### config.mk
export PLATFORM = sky130hd
export DESIGN_NAME = asp_rx
export DESIGN_NICKNAME = d
export VERILOG_FILES = /design/src/rtl/asp_pkg.sv /design/src/rtl/asp_ctl.sv /design/src/rtl/asp_lane.sv /design/src/rtl/asp_out.sv /design/src/rtl/asp_rx.sv
export SDC_FILE = /design/constraint.sdc
export NUM_CORES = 1
export LEC_CHECK = 0
export ABC_CLOCK_PERIOD_IN_PS = 3600
export BUFFER_PORTS_ARGS = -buffer_cell sky130_fd_sc_hd__buf_2
export CAP_MARGIN = 10
export CORE_MARGIN = 3
export CORE_UTILIZATION = 55
export DETAILED_ROUTE_END_ITERATION = 16
export GPL_TIMING_DRIVEN = 0
export PLACE_DENSITY = 0.75
export SKIP_LAST_GASP = 1
export SLEW_MARGIN = 5
export SYNTH_ARGS = -nofsm -noshare
export SYNTH_HDL_FRONTEND = slang
export SYNTH_SLANG_ARGS = --single-unit
### constraint.sdc
create_clock -name clk -period 3.6 [get_ports clk]
set_clock_uncertainty 0.05 [all_clocks]
set_input_delay 0.54 -clock clk [delete_from_list [all_inputs] [get_ports clk]]
set_output_delay 0.54 -clock clk [all_outputs]
set_load 0.01 [all_outputs]
### src/rtl/asp_pkg.sv
package asp_pkg;
  localparam int ASP_SW = 24;

  typedef enum logic [1:0] {
    FMT_I2S = 2'd0,
    FMT_LJ  = 2'd1,
    FMT_RJ  = 2'd2,
    FMT_DSP = 2'd3
  } asp_fmt_e;

  function automatic int unsigned word_len(input logic [1:0] code);
    case (code)
      2'd0:    return 16;
      2'd1:    return 20;
      default: return 24;
    endcase
  endfunction

  function automatic logic [ASP_SW-1:0] sext(input logic [ASP_SW-1:0] v, input logic [1:0] code);
    case (code)
      2'd0:    return {{8{v[15]}}, v[15:0]};
      2'd1:    return {{4{v[19]}}, v[19:0]};
      default: return v;
    endcase
  endfunction
endpackage

### src/rtl/asp_ctl.sv
module asp_ctl
  import asp_pkg::*;
#(
  parameter int CNT_W = 7
) (
  input  logic       clk,
  input  logic       rst_n,
  input  logic       bclk,
  input  logic       lrclk,
  input  logic [1:0] cfg_fmt,
  input  logic [1:0] cfg_wlen,
  input  logic       cfg_left_high,
  output logic       shift_en,
  output logic       cap_l,
  output logic       cap_r,
  output logic       cap_nxt,
  output logic       frame_stb
);
  asp_fmt_e         fmt;
  logic             bclk_q, rise;
  logic             lr_q, started, have_bound, left_ok, dsp_act;
  logic [CNT_W-1:0] cnt, cnt_inc, cnt_n, wl, wl2;
  logic             is_dsp, chg, now_left, dsp_act_n;
  logic             shift_i, cap_l_i, cap_r_i;

  always_comb begin
    fmt       = asp_fmt_e'(cfg_fmt);
    is_dsp    = (fmt == FMT_DSP);
    wl        = CNT_W'(word_len(cfg_wlen));
    wl2       = {wl[CNT_W-2:0], 1'b0};
    rise      = bclk & ~bclk_q;
    chg       = started && (lrclk != lr_q);
    now_left  = (lrclk == cfg_left_high);
    cnt_inc   = (cnt == '1) ? cnt : cnt + 1'b1;
    dsp_act_n = lrclk | dsp_act;
    if (is_dsp) cnt_n = lrclk ? '0 : cnt_inc;
    else        cnt_n = chg ? '0 : cnt_inc;
    case (fmt)
      FMT_RJ:  shift_i = 1'b1;
      FMT_LJ:  shift_i = (cnt_n < wl);
      FMT_I2S: shift_i = (cnt_n >= 1) && (cnt_n <= wl);
      default: shift_i = dsp_act_n && (cnt_n >= 1) && (cnt_n <= wl2);
    endcase
    if (is_dsp) begin
      cap_l_i = dsp_act_n && (cnt_n == wl);
      cap_r_i = dsp_act_n && (cnt_n == wl2);
    end else begin
      cap_l_i = chg && !now_left && have_bound;
      cap_r_i = chg && now_left && left_ok;
    end
    shift_en = rise && shift_i;
    cap_l    = rise && cap_l_i;
    cap_r    = rise && cap_r_i;
    cap_nxt  = is_dsp;
  end

  always_ff @(posedge clk) begin
    if (!rst_n) begin
      bclk_q     <= 1'b0;
      lr_q       <= 1'b0;
      started    <= 1'b0;
      have_bound <= 1'b0;
      left_ok    <= 1'b0;
      dsp_act    <= 1'b0;
      cnt        <= '1;
      frame_stb  <= 1'b0;
    end else begin
      bclk_q    <= bclk;
      frame_stb <= cap_r;
      if (rise) begin
        started <= 1'b1;
        lr_q    <= lrclk;
        cnt     <= cnt_n;
        if (!is_dsp && chg) have_bound <= 1'b1;
        if (cap_l_i)      left_ok <= 1'b1;
        else if (cap_r_i) left_ok <= 1'b0;
        if (is_dsp) dsp_act <= cap_r_i ? 1'b0 : dsp_act_n;
      end
    end
  end

  AST_FRAME_PULSE: assert property (@(posedge clk) disable iff (!rst_n)
    frame_stb |=> !frame_stb);
endmodule

### src/rtl/asp_lane.sv
module asp_lane
  import asp_pkg::*;
(
  input  logic              clk,
  input  logic              rst_n,
  input  logic              sd,
  input  logic              shift_en,
  input  logic              cap_l,
  input  logic              cap_r,
  input  logic              cap_nxt,
  input  logic [1:0]        cfg_wlen,
  output logic [ASP_SW-1:0] left_w,
  output logic [ASP_SW-1:0] right_w
);
  logic [ASP_SW-1:0] sr, sr_n, src;

  always_comb begin
    sr_n = {sr[ASP_SW-2:0], sd};
    src  = cap_nxt ? sr_n : sr;
  end

  always_ff @(posedge clk) begin
    if (!rst_n) begin
      sr      <= '0;
      left_w  <= '0;
      right_w <= '0;
    end else begin
      if (shift_en) sr <= sr_n;
      if (cap_l) left_w  <= sext(src, cfg_wlen);
      if (cap_r) right_w <= sext(src, cfg_wlen);
    end
  end

  AST_SEXT_LEFT: assert property (@(posedge clk) disable iff (!rst_n)
    (cfg_wlen == 2'd0) |-> (left_w[ASP_SW-1:15] == '0 || left_w[ASP_SW-1:15] == '1));
endmodule

### src/rtl/asp_out.sv
module asp_out
  import asp_pkg::*;
#(
  parameter int NL = 3,
  localparam int DW = 2 * NL * ASP_SW
) (
  input  logic          clk,
  input  logic          rst_n,
  input  logic          frame_stb,
  input  logic [DW-1:0] lane_w,
  input  logic          cfg_repl,
  input  logic          out_ready,
  output logic          out_valid,
  output logic [DW-1:0] out_data
);
  logic [DW-1:0] nxt_data;
  logic          ld;

  for (genvar k = 0; k < 2 * NL; k++) begin : g_ch
    localparam int SIDE = k % 2;
    assign nxt_data[k*ASP_SW +: ASP_SW] =
      cfg_repl ? lane_w[SIDE*ASP_SW +: ASP_SW] : lane_w[k*ASP_SW +: ASP_SW];
    if (k >= 2) begin : g_chk
      AST_REPL_COPY: assert property (@(posedge clk) disable iff (!rst_n)
        (ld && cfg_repl) |=> (out_data[k*ASP_SW +: ASP_SW] == out_data[SIDE*ASP_SW +: ASP_SW]));
    end
  end

  assign ld = frame_stb && (!out_valid || out_ready);

  always_ff @(posedge clk) begin
    if (!rst_n) begin
      out_valid <= 1'b0;
      out_data  <= '0;
    end else if (ld) begin
      out_valid <= 1'b1;
      out_data  <= nxt_data;
    end else if (out_ready) begin
      out_valid <= 1'b0;
    end
  end

  AST_HOLD_STABLE: assert property (@(posedge clk) disable iff (!rst_n)
    (out_valid && !out_ready) |=> (out_valid && $stable(out_data)));
  AST_VALID_CLR: assert property (@(posedge clk) disable iff (!rst_n)
    (out_valid && out_ready && !frame_stb) |=> !out_valid);
endmodule

### src/rtl/asp_rx.sv
module asp_rx
  import asp_pkg::*;
#(
  parameter int NUM_LANES = 3,
  parameter int CNT_W     = 7,
  localparam int DW       = 2 * NUM_LANES * ASP_SW
) (
  input  logic                 clk,
  input  logic                 rst_n,
  input  logic                 bclk,
  input  logic                 lrclk,
  input  logic [NUM_LANES-1:0] sdata,
  input  logic [1:0]           cfg_fmt,
  input  logic [1:0]           cfg_wlen,
  input  logic                 cfg_left_high,
  input  logic                 cfg_repl,
  output logic                 out_valid,
  input  logic                 out_ready,
  output logic [DW-1:0]        out_data
);
  logic          shift_en, cap_l, cap_r, cap_nxt, frame_stb;
  logic [DW-1:0] lane_w;

  asp_ctl #(.CNT_W(CNT_W)) u_ctl (
    .clk(clk), .rst_n(rst_n), .bclk(bclk), .lrclk(lrclk),
    .cfg_fmt(cfg_fmt), .cfg_wlen(cfg_wlen), .cfg_left_high(cfg_left_high),
    .shift_en(shift_en), .cap_l(cap_l), .cap_r(cap_r), .cap_nxt(cap_nxt),
    .frame_stb(frame_stb)
  );

  for (genvar p = 0; p < NUM_LANES; p++) begin : g_lane
    asp_lane u_lane (
      .clk(clk), .rst_n(rst_n), .sd(sdata[p]),
      .shift_en(shift_en), .cap_l(cap_l), .cap_r(cap_r), .cap_nxt(cap_nxt),
      .cfg_wlen(cfg_wlen),
      .left_w(lane_w[(2*p)*ASP_SW +: ASP_SW]),
      .right_w(lane_w[(2*p+1)*ASP_SW +: ASP_SW])
    );
  end

  asp_out #(.NL(NUM_LANES)) u_out (
    .clk(clk), .rst_n(rst_n), .frame_stb(frame_stb), .lane_w(lane_w),
    .cfg_repl(cfg_repl), .out_ready(out_ready),
    .out_valid(out_valid), .out_data(out_data)
  );
endmodule

==> impl_metrics.yaml <==
timing:
  maxSlewViolCount: 0
  slew_headroom: 0.361
  setup_viol: 0
  worstMarginPinSlew_ps: 959
  finalCritPeriodShare: 0.942
  rsz0062_at_grt: "no"
  period_minus_slack_ps: 3390
  tns_ps: 0
  fmax_mhz: 295
  finalHoldViolations: 0
yosys:
  synthArstFlopShare: 0
  syn_area_per_cell_um2: 9.92
  synth_common_cells: "nand2_1, dfxtp_1, mux2i_1, o211a_1, clkbuf_1"
  synth_enable_flop_cells: 0
  syn_inst: 1616
  ys_seq_area_frac: 0.468
  ys_types: 49
  yosysMostFrequentCell: "nand2_1"
  yosysTopAreaCell: "dfxtp_1"
  synth_flop_cell: "dfxtp_1"
  synth_fp_nets: 1634
  synth_area_um2: 16000
  yosys-top-cells-area: "dfxtp_1, mux2i_1, o211a_1, nand2_1, a21boi_0"
  ys_warn_count: 0
  ys_seq_elements: 375
  synthDominantCellAreaShare: 0.468
run:
  maxCapViolations: 0
worst_setup_path:
  max_stage_delay_ps: 430
  path_buf_inv: 4
  crit_path_max_fanout: 10
  critical_path.cell_chain: "ha_1 -> and3_1 -> buf_2 -> mux2i_2 -> nor2_1 -> ha_1 -> nand4b_1 -> or4_1 -> a21oi_1 -> buf_6 -> buf_8 -> buf_6 -> nand2_1 -> o211a_1"
  cp.arrival_ps: 3760
  reg2reg_to: "g_lane[1].u_lane.right_w[9]"
  crit_end: "g_lane[1].u_lane.right_w[9]"
  startpoint_type: "flop"
  r2r-start: "u_ctl.cnt[0]"
  r2r_cells: 14
  setup.worst_path.class: "flop to flop"
  crit_path_start: "u_ctl.cnt[0]"
  critPathSlowestCell: "or4_1"
  critical_path_cell_count: 14
  regToRegSetupSlack_ps: 210
  worstPathRequired_ps: 3970
  cpLargestDelayFamily: "simple AND/OR/NAND/NOR gates"
  cp-end-kind: "flop"
grt:
  grt_max_degree: 15
  track_usage: 0.291
  grt.overflow.total: 0
  grt_pass1_wl_um: 71000
  grt_pass1_vias: 12500
  antenna_found_initial: 0
finish:
  multi_input_area_um2: 7850
  fill_cells: 2358
  final_net_count: 1830
  seq_area_um2: 7510
  areaGrowthSynthToFinish_pct: 16.2
  diodes: 0
  stdcell_count: 2217
  drive_gt1_frac: 0.150
  utilization: 0.660
  fin_area_um2: 18600
pwr:
  p_clk_frac: 0.468
  p_switching_uw: 1980
  p_int_uw: 6870
  switching_share: 0.224
  p_seq_frac: 0.473
  pwr-share-comb: 0.059
  power_uw: 8850
  p_leak_uw: 0.0101
  p_per_area_nw_per_um2: 475
  peakVddDrop_mv: 0.388
placed_design:
  hpwl_um: 35500
  io_buffers: 153
  placed_cell_area_um2: 17300
  dp_cells: 2147
  place.gp.congestion: 0.882
detailed_routing:
  post_drt_wl_per_cell_um: 21.0
  dr.pass1.iters: 6
  drt_iter0_markers: 1030
  via_per_inst: 5.86
  drc: 0
  routed-via-count: 13000
  ant_nets: 0
  routed_wl_um: 46500
clock_tree:
  clk-insertion-delay-late_ps: 520
  root_buffer: "clkbuf_16"
  cts.clk_slew.worst_paths_ps: 60
  cts_tree: "done"
  cts_buffer_depth: 3
  holdBufCountCts: 0
  cts.sinks: 375
  cts_buffers: 39
  cts.htree.levels: 2
floorplan:
  io_pins: 159
  die_x_um: 177
  start_util: 0.568
  die_y_um: 177
  dieArea_um2: 31200
  rows: 61
  core_area_um2: 28200
worst_hold_path:
  hp-class: "primary input to flop"
  min_from: "bclk"
  min_path_cells: 2
status:
  status: "finished clean"
placed cells by master, fill, tap and decap left out, types with 11 or more instances in the layout:
master and count:
nor2b_1 31, nand2_1 413, nor2_1 12, o211a_1 216, clkbuf_16 39, clkbuf_8 11, clkbuf_1 95, dfxtp_1 373
nand3_1 13, o21a_1 18, buf_4 19, mux2i_1 253, a21boi_0 50, buf_2 170
power groups by stage:
stage               Combinational (uW)  Clock [uW]  Sequential (uW)
floorplan                          378           0             4270
global placement                   496           0             4280
detailed placement                 503           0             4280
CTS                                507        4180             4190
global route                       560        4350             4190
finish                             520        4140             4190
registers in the layout, indices dropped and copies added, names as in the netlist:
| register | cells |
|---|---|
| u_out.out_data | 144 |
| g_lane.u_lane.left_w | 72 |
| g_lane.u_lane.right_w | 72 |
| g_lane.u_lane.sr | 72 |
| u_ctl.cnt | 7 |
| u_ctl.bclk_q | 1 |
| u_ctl.dsp_act | 1 |
| u_ctl.frame_stb | 1 |
| u_ctl.have_bound | 1 |
| u_ctl.left_ok | 1 |
| u_ctl.lr_q | 1 |
| u_ctl.started | 1 |
| u_out.out_valid | 1 |
logic make-up after synthesis:
kind of cell | share of synthesized area
and+or+nand+nor | 0.128
buffers and inverters | 0.0435
DFF | 0.468
AOI/OAI and AO/OA | 0.184
xor gates and xnor gates | 0.00109
adders and majority gates | 0.00312
muxes | 0.172
routing by layer:
metal | GRT usage | wire length [um] | vias to the layer above
met3 | 0.0652 | 4230 | 70
met2 | 0.461 | 20700 | 552
li1 | - | - | 6101
met5 | 0 | 0 | -
met4 | 0.0805 | 1090 | 0
met1 | 0.402 | 20500 | 6261
worst register-to-register path: cells and delay by family (launching register included):
kind,cells,cell delay (ps)
buf+inv,4,720
compound gates,2,380
flops,1,400
mux,1,280
simple gates,5,910
fa+ha+maj,2,540
area by class of cell:
type                    instances  area share
clock inverters                12     0.00893
clock buffers                  56      0.0617
flip-flops and latches        375       0.403
multi-input cells            1096       0.421
well taps                     378      0.0254
plain buffers                 141      0.0368
repair buffers                155      0.0419
inverters                       4    0.000806
worst min-delay path by stage:
| stage | to | slack, ps |
|---|---|---|
| final | u_ctl.bclk_q | 200 |
| after detailed placement | g_lane[0].u_lane.sr[23] | 400 |
| after global placement | g_lane[0].u_lane.sr[23] | 390 |
| after global routing | u_ctl.bclk_q | 210 |
| after CTS | u_ctl.bclk_q | 190 |
| after floorplan | g_lane[0].u_lane.sr[23] | 380 |
what timing repair did:
action	4_1_cts	5_1_grt
buffers inserted	0	2
setup endpoints to repair	2	97
gates cloned	0	0
endpoints found under the hold margin	0	0
gates resized for setup	1	5
pin swaps	0	1
per-stage QoR:
step           setup slack, ps  hold WS (ps)
2_1_floorplan              649           384
3_3_place_gp             -67.4           395
3_5_place_dp              -122           402
4_1_cts                   30.7           186
5_1_grt                   54.7           212
6_report                   210           197
Power figures use the tool's default switching activity.
